## config.mk

```make
export PLATFORM = sky130hd
export DESIGN_NAME = core_ctl_seq
export DESIGN_NICKNAME = d
export VERILOG_FILES = /design/src/rtl/core_ctl_pkg.sv /design/src/rtl/core_ctl_reg.sv /design/src/rtl/core_clr_fsm.sv /design/src/rtl/core_dm_arb.sv /design/src/rtl/core_ctl_seq.sv
export SDC_FILE = /design/constraint.sdc
export NUM_CORES = 1
export LEC_CHECK = 0
export BUFFER_PORTS_ARGS = -buffer_cell sky130_fd_sc_hd__buf_2
export CORE_MARGIN = 3
export CORE_UTILIZATION = 30
export DETAILED_ROUTE_END_ITERATION = 16
export PLACE_DENSITY = 0.79
export SYNTH_ARGS = -nofsm -noshare
export SYNTH_HDL_FRONTEND = slang
export SYNTH_SLANG_ARGS = --single-unit
```

## constraint.sdc

```tcl
create_clock -name clk -period 1.4 [get_ports clk]
set_clock_uncertainty 0.1 [all_clocks]
set_input_delay 0.14 -clock clk [delete_from_list [all_inputs] [get_ports clk]]
set_output_delay 0.14 -clock clk [all_outputs]
set_load 0.03 [all_outputs]
```

## src/rtl/core_ctl_pkg.sv

```systemverilog
package core_ctl_pkg;

    localparam int CTL_W    = 16;
    localparam int B_HOLD_H = 6;   // active-high hold
    localparam int B_CLR    = 7;   // self-clearing clear command
    localparam int B_HOLD_L = 9;   // active-low hold
    localparam int B_RAMP   = 12;  // ramp-down request
    localparam int B_RDONE  = 13;  // ramp-down complete (read only)

    typedef enum logic [1:0] {
        CLR_IDLE = 2'd0,
        CLR_RUN  = 2'd1,
        CLR_DONE = 2'd2
    } clr_state_t;

endpackage

```

## src/rtl/core_ctl_reg.sv

```systemverilog
module core_ctl_reg
    import core_ctl_pkg::*;
(
    input  logic             clk,
    input  logic             rst_n,
    input  logic             wr_en,
    input  logic [CTL_W-1:0] wr_data,
    input  logic             clr_done,
    input  logic             ramp_done,
    output logic             clr_start,
    output logic [CTL_W-1:0] ctl_q
);

    logic hold_h_q, clr_q, hold_l_q, ramp_q, rdone_q;
    logic new_ramp_wr;
    logic unused_wr_bits;

    assign unused_wr_bits = ^{wr_data[CTL_W-1:B_RDONE], wr_data[11:10],
                              wr_data[8], wr_data[5:0]};

    // A start is only accepted while no clear is pending.
    assign clr_start   = wr_en & wr_data[B_CLR] & ~clr_q;
    // Either clearing the request or starting a fresh ramp-down resets status.
    assign new_ramp_wr = wr_en & (~wr_data[B_RAMP] | ~ramp_q);

    always_ff @(posedge clk or negedge rst_n) begin
        if (!rst_n) begin
            hold_h_q <= 1'b0;
            clr_q    <= 1'b0;
            hold_l_q <= 1'b0;
            ramp_q   <= 1'b0;
            rdone_q  <= 1'b0;
        end else begin
            if (wr_en) begin
                hold_h_q <= wr_data[B_HOLD_H];
                hold_l_q <= wr_data[B_HOLD_L];
                ramp_q   <= wr_data[B_RAMP];
            end
            if (clr_start) begin
                clr_q <= 1'b1;
            end else if (clr_done) begin
                clr_q <= 1'b0;
            end
            if (new_ramp_wr) begin
                rdone_q <= 1'b0;
            end else if (ramp_q && ramp_done) begin
                rdone_q <= 1'b1;
            end
        end
    end

    always_comb begin
        ctl_q           = '0;
        ctl_q[B_HOLD_H] = hold_h_q;
        ctl_q[B_CLR]    = clr_q;
        ctl_q[B_HOLD_L] = hold_l_q;
        ctl_q[B_RAMP]   = ramp_q;
        ctl_q[B_RDONE]  = rdone_q;
    end

endmodule

```

## src/rtl/core_clr_fsm.sv

```systemverilog
module core_clr_fsm
    import core_ctl_pkg::*;
#(
    parameter int DM_DEPTH = 32,
    parameter int AW       = $clog2(DM_DEPTH)
) (
    input  logic          clk,
    input  logic          rst_n,
    input  logic          clr_start,
    output logic          clr_we,
    output logic [AW-1:0] clr_addr,
    output logic          clr_done
);

    localparam logic [AW-1:0] LAST_ADDR = AW'(DM_DEPTH - 1);

    clr_state_t    state_q, state_d;
    logic [AW-1:0] addr_q;

    // Next-state decode
    always_comb begin
        state_d = state_q;
        unique case (state_q)
            CLR_IDLE: if (clr_start) state_d = CLR_RUN;
            CLR_RUN:  if (addr_q == LAST_ADDR) state_d = CLR_DONE;
            CLR_DONE: state_d = CLR_IDLE;
            default:  state_d = CLR_IDLE;
        endcase
    end

    // State register and address walker
    always_ff @(posedge clk or negedge rst_n) begin
        if (!rst_n) begin
            state_q <= CLR_IDLE;
            addr_q  <= '0;
        end else begin
            state_q <= state_d;
            addr_q  <= (state_q == CLR_RUN) ? addr_q + 1'b1 : '0;
        end
    end

    // Outputs
    always_comb begin
        clr_we   = 1'b0;
        clr_done = 1'b0;
        unique case (state_q)
            CLR_IDLE: ;
            CLR_RUN:  clr_we   = 1'b1;
            CLR_DONE: clr_done = 1'b1;
            default:  ;
        endcase
        clr_addr = addr_q;
    end

endmodule

```

## src/rtl/core_dm_arb.sv

```systemverilog
module core_dm_arb #(
    parameter int AW     = 5,
    parameter int DATA_W = 28
) (
    input  logic              busy,
    input  logic              clr_we,
    input  logic [AW-1:0]     clr_addr,
    input  logic              core_we,
    input  logic [AW-1:0]     core_addr,
    input  logic [DATA_W-1:0] core_wdata,
    output logic              dm_we,
    output logic [AW-1:0]     dm_addr,
    output logic [DATA_W-1:0] dm_wdata
);

    always_comb begin
        if (busy) begin
            dm_we    = clr_we;
            dm_addr  = clr_addr;
            dm_wdata = '0;
        end else begin
            dm_we    = core_we;
            dm_addr  = core_addr;
            dm_wdata = core_wdata;
        end
    end

endmodule

```

## src/rtl/core_ctl_seq.sv

```systemverilog
module core_ctl_seq
    import core_ctl_pkg::*;
#(
    parameter int DM_DEPTH   = 32,
    parameter int DATA_W     = 28,
    parameter int CLR_BUDGET = 64,
    parameter int AW         = $clog2(DM_DEPTH)
) (
    input  logic              clk,
    input  logic              rst_n,
    input  logic              wr_en,
    input  logic [CTL_W-1:0]  wr_data,
    output logic [CTL_W-1:0]  rd_data,
    output logic              core_hold,
    output logic              ramp_req,
    input  logic              ramp_done,
    input  logic              core_we,
    input  logic [AW-1:0]     core_addr,
    input  logic [DATA_W-1:0] core_wdata,
    output logic              dm_we,
    output logic [AW-1:0]     dm_addr,
    output logic [DATA_W-1:0] dm_wdata
);

    logic          clr_start, clr_done, clr_we;
    logic [AW-1:0] clr_addr;
    logic [CTL_W-1:0] ctl_q;

    core_ctl_reg u_reg (
        .clk       (clk),
        .rst_n     (rst_n),
        .wr_en     (wr_en),
        .wr_data   (wr_data),
        .clr_done  (clr_done),
        .ramp_done (ramp_done),
        .clr_start (clr_start),
        .ctl_q     (ctl_q)
    );

    core_clr_fsm #(.DM_DEPTH(DM_DEPTH), .AW(AW)) u_fsm (
        .clk       (clk),
        .rst_n     (rst_n),
        .clr_start (clr_start),
        .clr_we    (clr_we),
        .clr_addr  (clr_addr),
        .clr_done  (clr_done)
    );

    core_dm_arb #(.AW(AW), .DATA_W(DATA_W)) u_arb (
        .busy       (ctl_q[B_CLR]),
        .clr_we     (clr_we),
        .clr_addr   (clr_addr),
        .core_we    (core_we),
        .core_addr  (core_addr),
        .core_wdata (core_wdata),
        .dm_we      (dm_we),
        .dm_addr    (dm_addr),
        .dm_wdata   (dm_wdata)
    );

    assign rd_data   = ctl_q;
    assign core_hold = ~ctl_q[B_HOLD_L] | ctl_q[B_HOLD_H];
    assign ramp_req  = ctl_q[B_RAMP];

endmodule

```

==> metrics list <==
- The run finished, with violations left.
- Failing checks: setup timing
- Nets: 241
- Sequential element share of the synthesized area: 33.1%
- Register clock-pin slew on the reported worst setup and hold paths: 0.09 ns
- After detailed routing, the number of vias per cell comes to 4.34.
- In this design, the largest share of critical-path delay is due to buffers and inverters.
* Die area: 3720 um^2
- In this run the worst hold path is classified as primary input to flop.
* Filler cell count: 253
- Pwr dens: 774 nW/um^2
- The tree is rooted in a clkbuf_4.
- In the routed design, unresolved DRC markers number 0.
* Critical Path Max Stage Delay: 0.42 ns
* Largest net degree at the start of global routing: 19
- Including well taps, the total number of placed cells is 206.
- Post-DRT Antenna Nets: 0
* Chip height: 61.0 um
- The routed design has 2930 um of wire.
- The worst setup path is launched from a flop.
* RSZ-0062 raised after global routing: true
- Syn Area/Cell: 9.56 um^2
- Final-report setup violation count: 34
- Summing over every cut layer, the via total after detailed routing is 934.
- On the critical path, the stage with the largest delay is an instance of dfrtp_1.
* Most frequently used cell type in the post-synthesis netlist: nor2b_1
- Counting flops with a built-in enable in the synthesized netlist gives 0.
* Largest cells by area after synthesis: dfrtp_1 33%, nor2b_1 21%, buf_4 14%, mux2_2 11%, ha_1 2.8%
* Weighted congestion reported at the end of routability-driven placement: 0.736
- The number of slew-limit violations in the final report was 0.
- The first global-routing pass estimated 3590 um of wire.
- STA classifies the critical path endpoint as a primary output.
- Routed length per placed instance: 13.6 um
* Overall die width: 61.0 um
- In the synthesized netlist the dominant register cell turns out to be dfrtp_1.
- Share of synthesized registers carrying an async set or reset: 100%
* CP Class: flop to primary output
- The cell count after synthesis came out at 95.
* Cell type contributing the most total cell area after synthesis: dfrtp_1
- For this run, the number of Yosys warnings is 0.
* Clock tree buffer depth: 2
* Number of levels the H-tree was split into: 1
* Flip-flop and latch count after synthesis: 12
- Number of optimization iterations in the first detailed-route pass: 3
- In this run, CTS created clock tree buffers numbering 3.
- Layout area overhead: 77.7%
- TritonCTS built the clock tree.
* Cell Chain, Critical Path: buf_6 > buf_8 > nor2b_1 > buf_4
- Core area: 2830 um^2
- The initial utilization of the core area, before any placement, comes to 32.1%.
- 0 antenna diodes ended up in the layout.
* Clock latency on the worst-skew pair: 0.28 ns
- Share of Yosys cell area claimed by the top area cell type: 33.1%
* Total global routing overflow: 0
- The HPWL after detailed placement is 2000 um.
* Final cycle utilization of the critical path: 114%
- Required time of the worst setup path: 1.16 ns
- Via count of the first global-routing pass: 854
* Endpoints failing hold: 0
- Final core utilization: 57.1%
- Worst endpoint data arrival time: 1.35 ns
- Post-synthesis instance area: 908 um^2
- Global routing used 13.2% of the available tracks.
- Along the worst path, the maximum fanout reaches 8.
* Number of different library cells in the post-synthesis netlist: 22
- The smallest clock period supported by the final layout is computed as 1.59 ns.
- During placement, the flow inserted port buffers numbering 82.
* IO Count: 106
* TritonCTS Sinks: 12
- Once routing completed, OpenROAD measured the worst setup slack at -0.194 ns.
* Initial antenna violation count: 0
* Leakage power: 0.876 nW
* IR Drop Worst-Case VDD: 0.690 mV
- For this run, the number of standard cells in the final layout without fillers is 215.
- Counting instances in the post-synthesis netlist gives the leading cell types as 30 x nor2b_1, 17 x buf_4, 12 x dfrtp_1.
- The floorplan has 19 rows.
- Iter 0 DRT Violations: 7
- CP Buf/Inv Count: 3
- Layout cells sized above 1: 64.1%
* Highest Clock Rate: 628 MHz
- Across the run, the number of max-cap violations was 0.
-- placed cells by master (no fill, tap or decap) --
cell type | synthesis | final
nand3_1 | 1 | 1
mux2_4 | 0 | 6
nor2b_1 | 30 | 24
or3b_1 | 1 | 1
nor2b_4 | 0 | 4
buf_4 | 17 | 31
a31oi_1 | 1 | 1
buf_8 | 0 | 1
mux2i_1 | 1 | 1
nor2_1 | 2 | 2
and3_4 | 0 | 1
a21oi_1 | 2 | 1
mux2_2 | 9 | 3
buf_6 | 0 | 13
nor2b_2 | 0 | 2
dlygate4sd3_1 | 0 | 2
and2_1 | 3 | 3
buf_2 | 3 | 48
inv_1 | 1 | 1
ha_4 | 0 | 1
o221a_2 | 1 | 1
dfrtp_1 | 12 | 12
xnor2_1 | 1 | 1
clkbuf_8 | 0 | 1
nand4bb_2 | 1 | 1
nand3b_1 | 1 | 1
nand2b_1 | 2 | 2
clkbuf_4 | 0 | 3
a21oi_2 | 0 | 1
ha_2 | 0 | 1
or2b_1 | 2 | 2
conb_1 | 1 | 11
-- per-layer routing --
metal,GRT usage (%),vias up,part of all wire [%]
met3,3.35,2,9.2
met1,12.7,424,32
met2,27.0,52,58
met5,0,-,0
li1,-,456,-
met4,3.72,0,0.58
-- worst paths after layout --
check	startpoint	end	slack [ns]	cells after the start
worst max-delay path	u_reg.clr_q	dm_wdata[2]	-0.19	4
worst min-delay path	wr_data[6]	u_reg.hold_h_q	0.008	2
worst max register to register	u_fsm.clr_addr[1]	u_fsm.state_q[0]	-0.02	5
worst min register to register	u_fsm.state_q[1]	u_fsm.state_q[0]	0.42	1
max in group asynchronous	rst_n	u_reg.rdone_q	0.81	2
min in group asynchronous	rst_n	u_fsm.clr_addr[0]	0.16	2
-- area by class of cell --
class / instances / area, um^2 / share of cell area [%]
well taps: 31 / 38.8 / 2.40
inverters: 1 / 3.75 / 0.233
flip-flops and latches: 12 / 300 / 18.6
clock buffers: 4 / 36.3 / 2.25
multi-input cells: 72 / 581 / 36.0
repair buffers: 95 / 654 / 40.5
-- worst register-to-register path, cell delays in order, from the launching register on --
cell     delay, ns
dfrtp_1       0.39
ha_2          0.19
and3_4        0.18
ha_4          0.15
or2b_1        0.22
a21oi_2       0.12
-- flip-flops by register name, summed over array words and instances, names as in the netlist --
signal	flops
u_reg.hold_l_q	1
u_reg.ramp_q	1
u_reg.hold_h_q	1
u_fsm.state_q	2
u_reg.rdone_q	1
u_fsm.clr_addr	5
u_reg.clr_q	1
-- cells by family after synthesis --
| group | after synthesis | share of synthesized area [%] |
|---|---|---|
| AO/OA/AOI/OAI | 4 | 3.03 |
| XOR/XNOR | 1 | 0.964 |
| adder cells (fa/ha/maj) | 2 | 2.75 |
| buffers and inverters | 21 | 16.1 |
| flip-flops | 12 | 33.1 |
| multiplexers | 10 | 12.3 |
| other | 1 | 0.413 |
| AND/OR/NAND/NOR | 44 | 31.4 |
-- report_power, final --
| part | internal, W | switching (W) |
|---|---|---|
| Sequential | 0.000389 | 0.0000320 |
| Clock | 0.000158 | 0.000121 |
| Combinational | 0.000272 | 0.000276 |
| Total | 0.000819 | 0.000429 |
-- per-stage QoR --
stage | total power (W) | instance area (um^2) | worst slack (ns) | hold WS (ns) | setup TNS (ns)
floorplan | 0.000744 | 948 | 0.00818 | -0.256 | 0
global placement | 0.000878 | 1320 | 0.0140 | -0.0650 | 0
detailed placement | 0.000890 | 1320 | -0.0456 | -0.0641 | -0.0456
CTS | 0.00125 | 1550 | -0.147 | 0.00752 | -2.52
global route | 0.00133 | 1610 | -0.246 | 0.00225 | -4.39
finish | 0.00125 | 1610 | -0.194 | 0.00793 | -2.67
-- timing repair --
action / 4_1_cts / 5_1_grt
hold endpoints to repair: 13 / 0
gates resized for setup: 53 / 16
setup endpoints to repair: 35 / 35
hold buffers: 2 / 0
pin swaps: 2 / 2
setup buffers: 2 / 1
No activity file was read; power rests on OpenSTA's default activity.
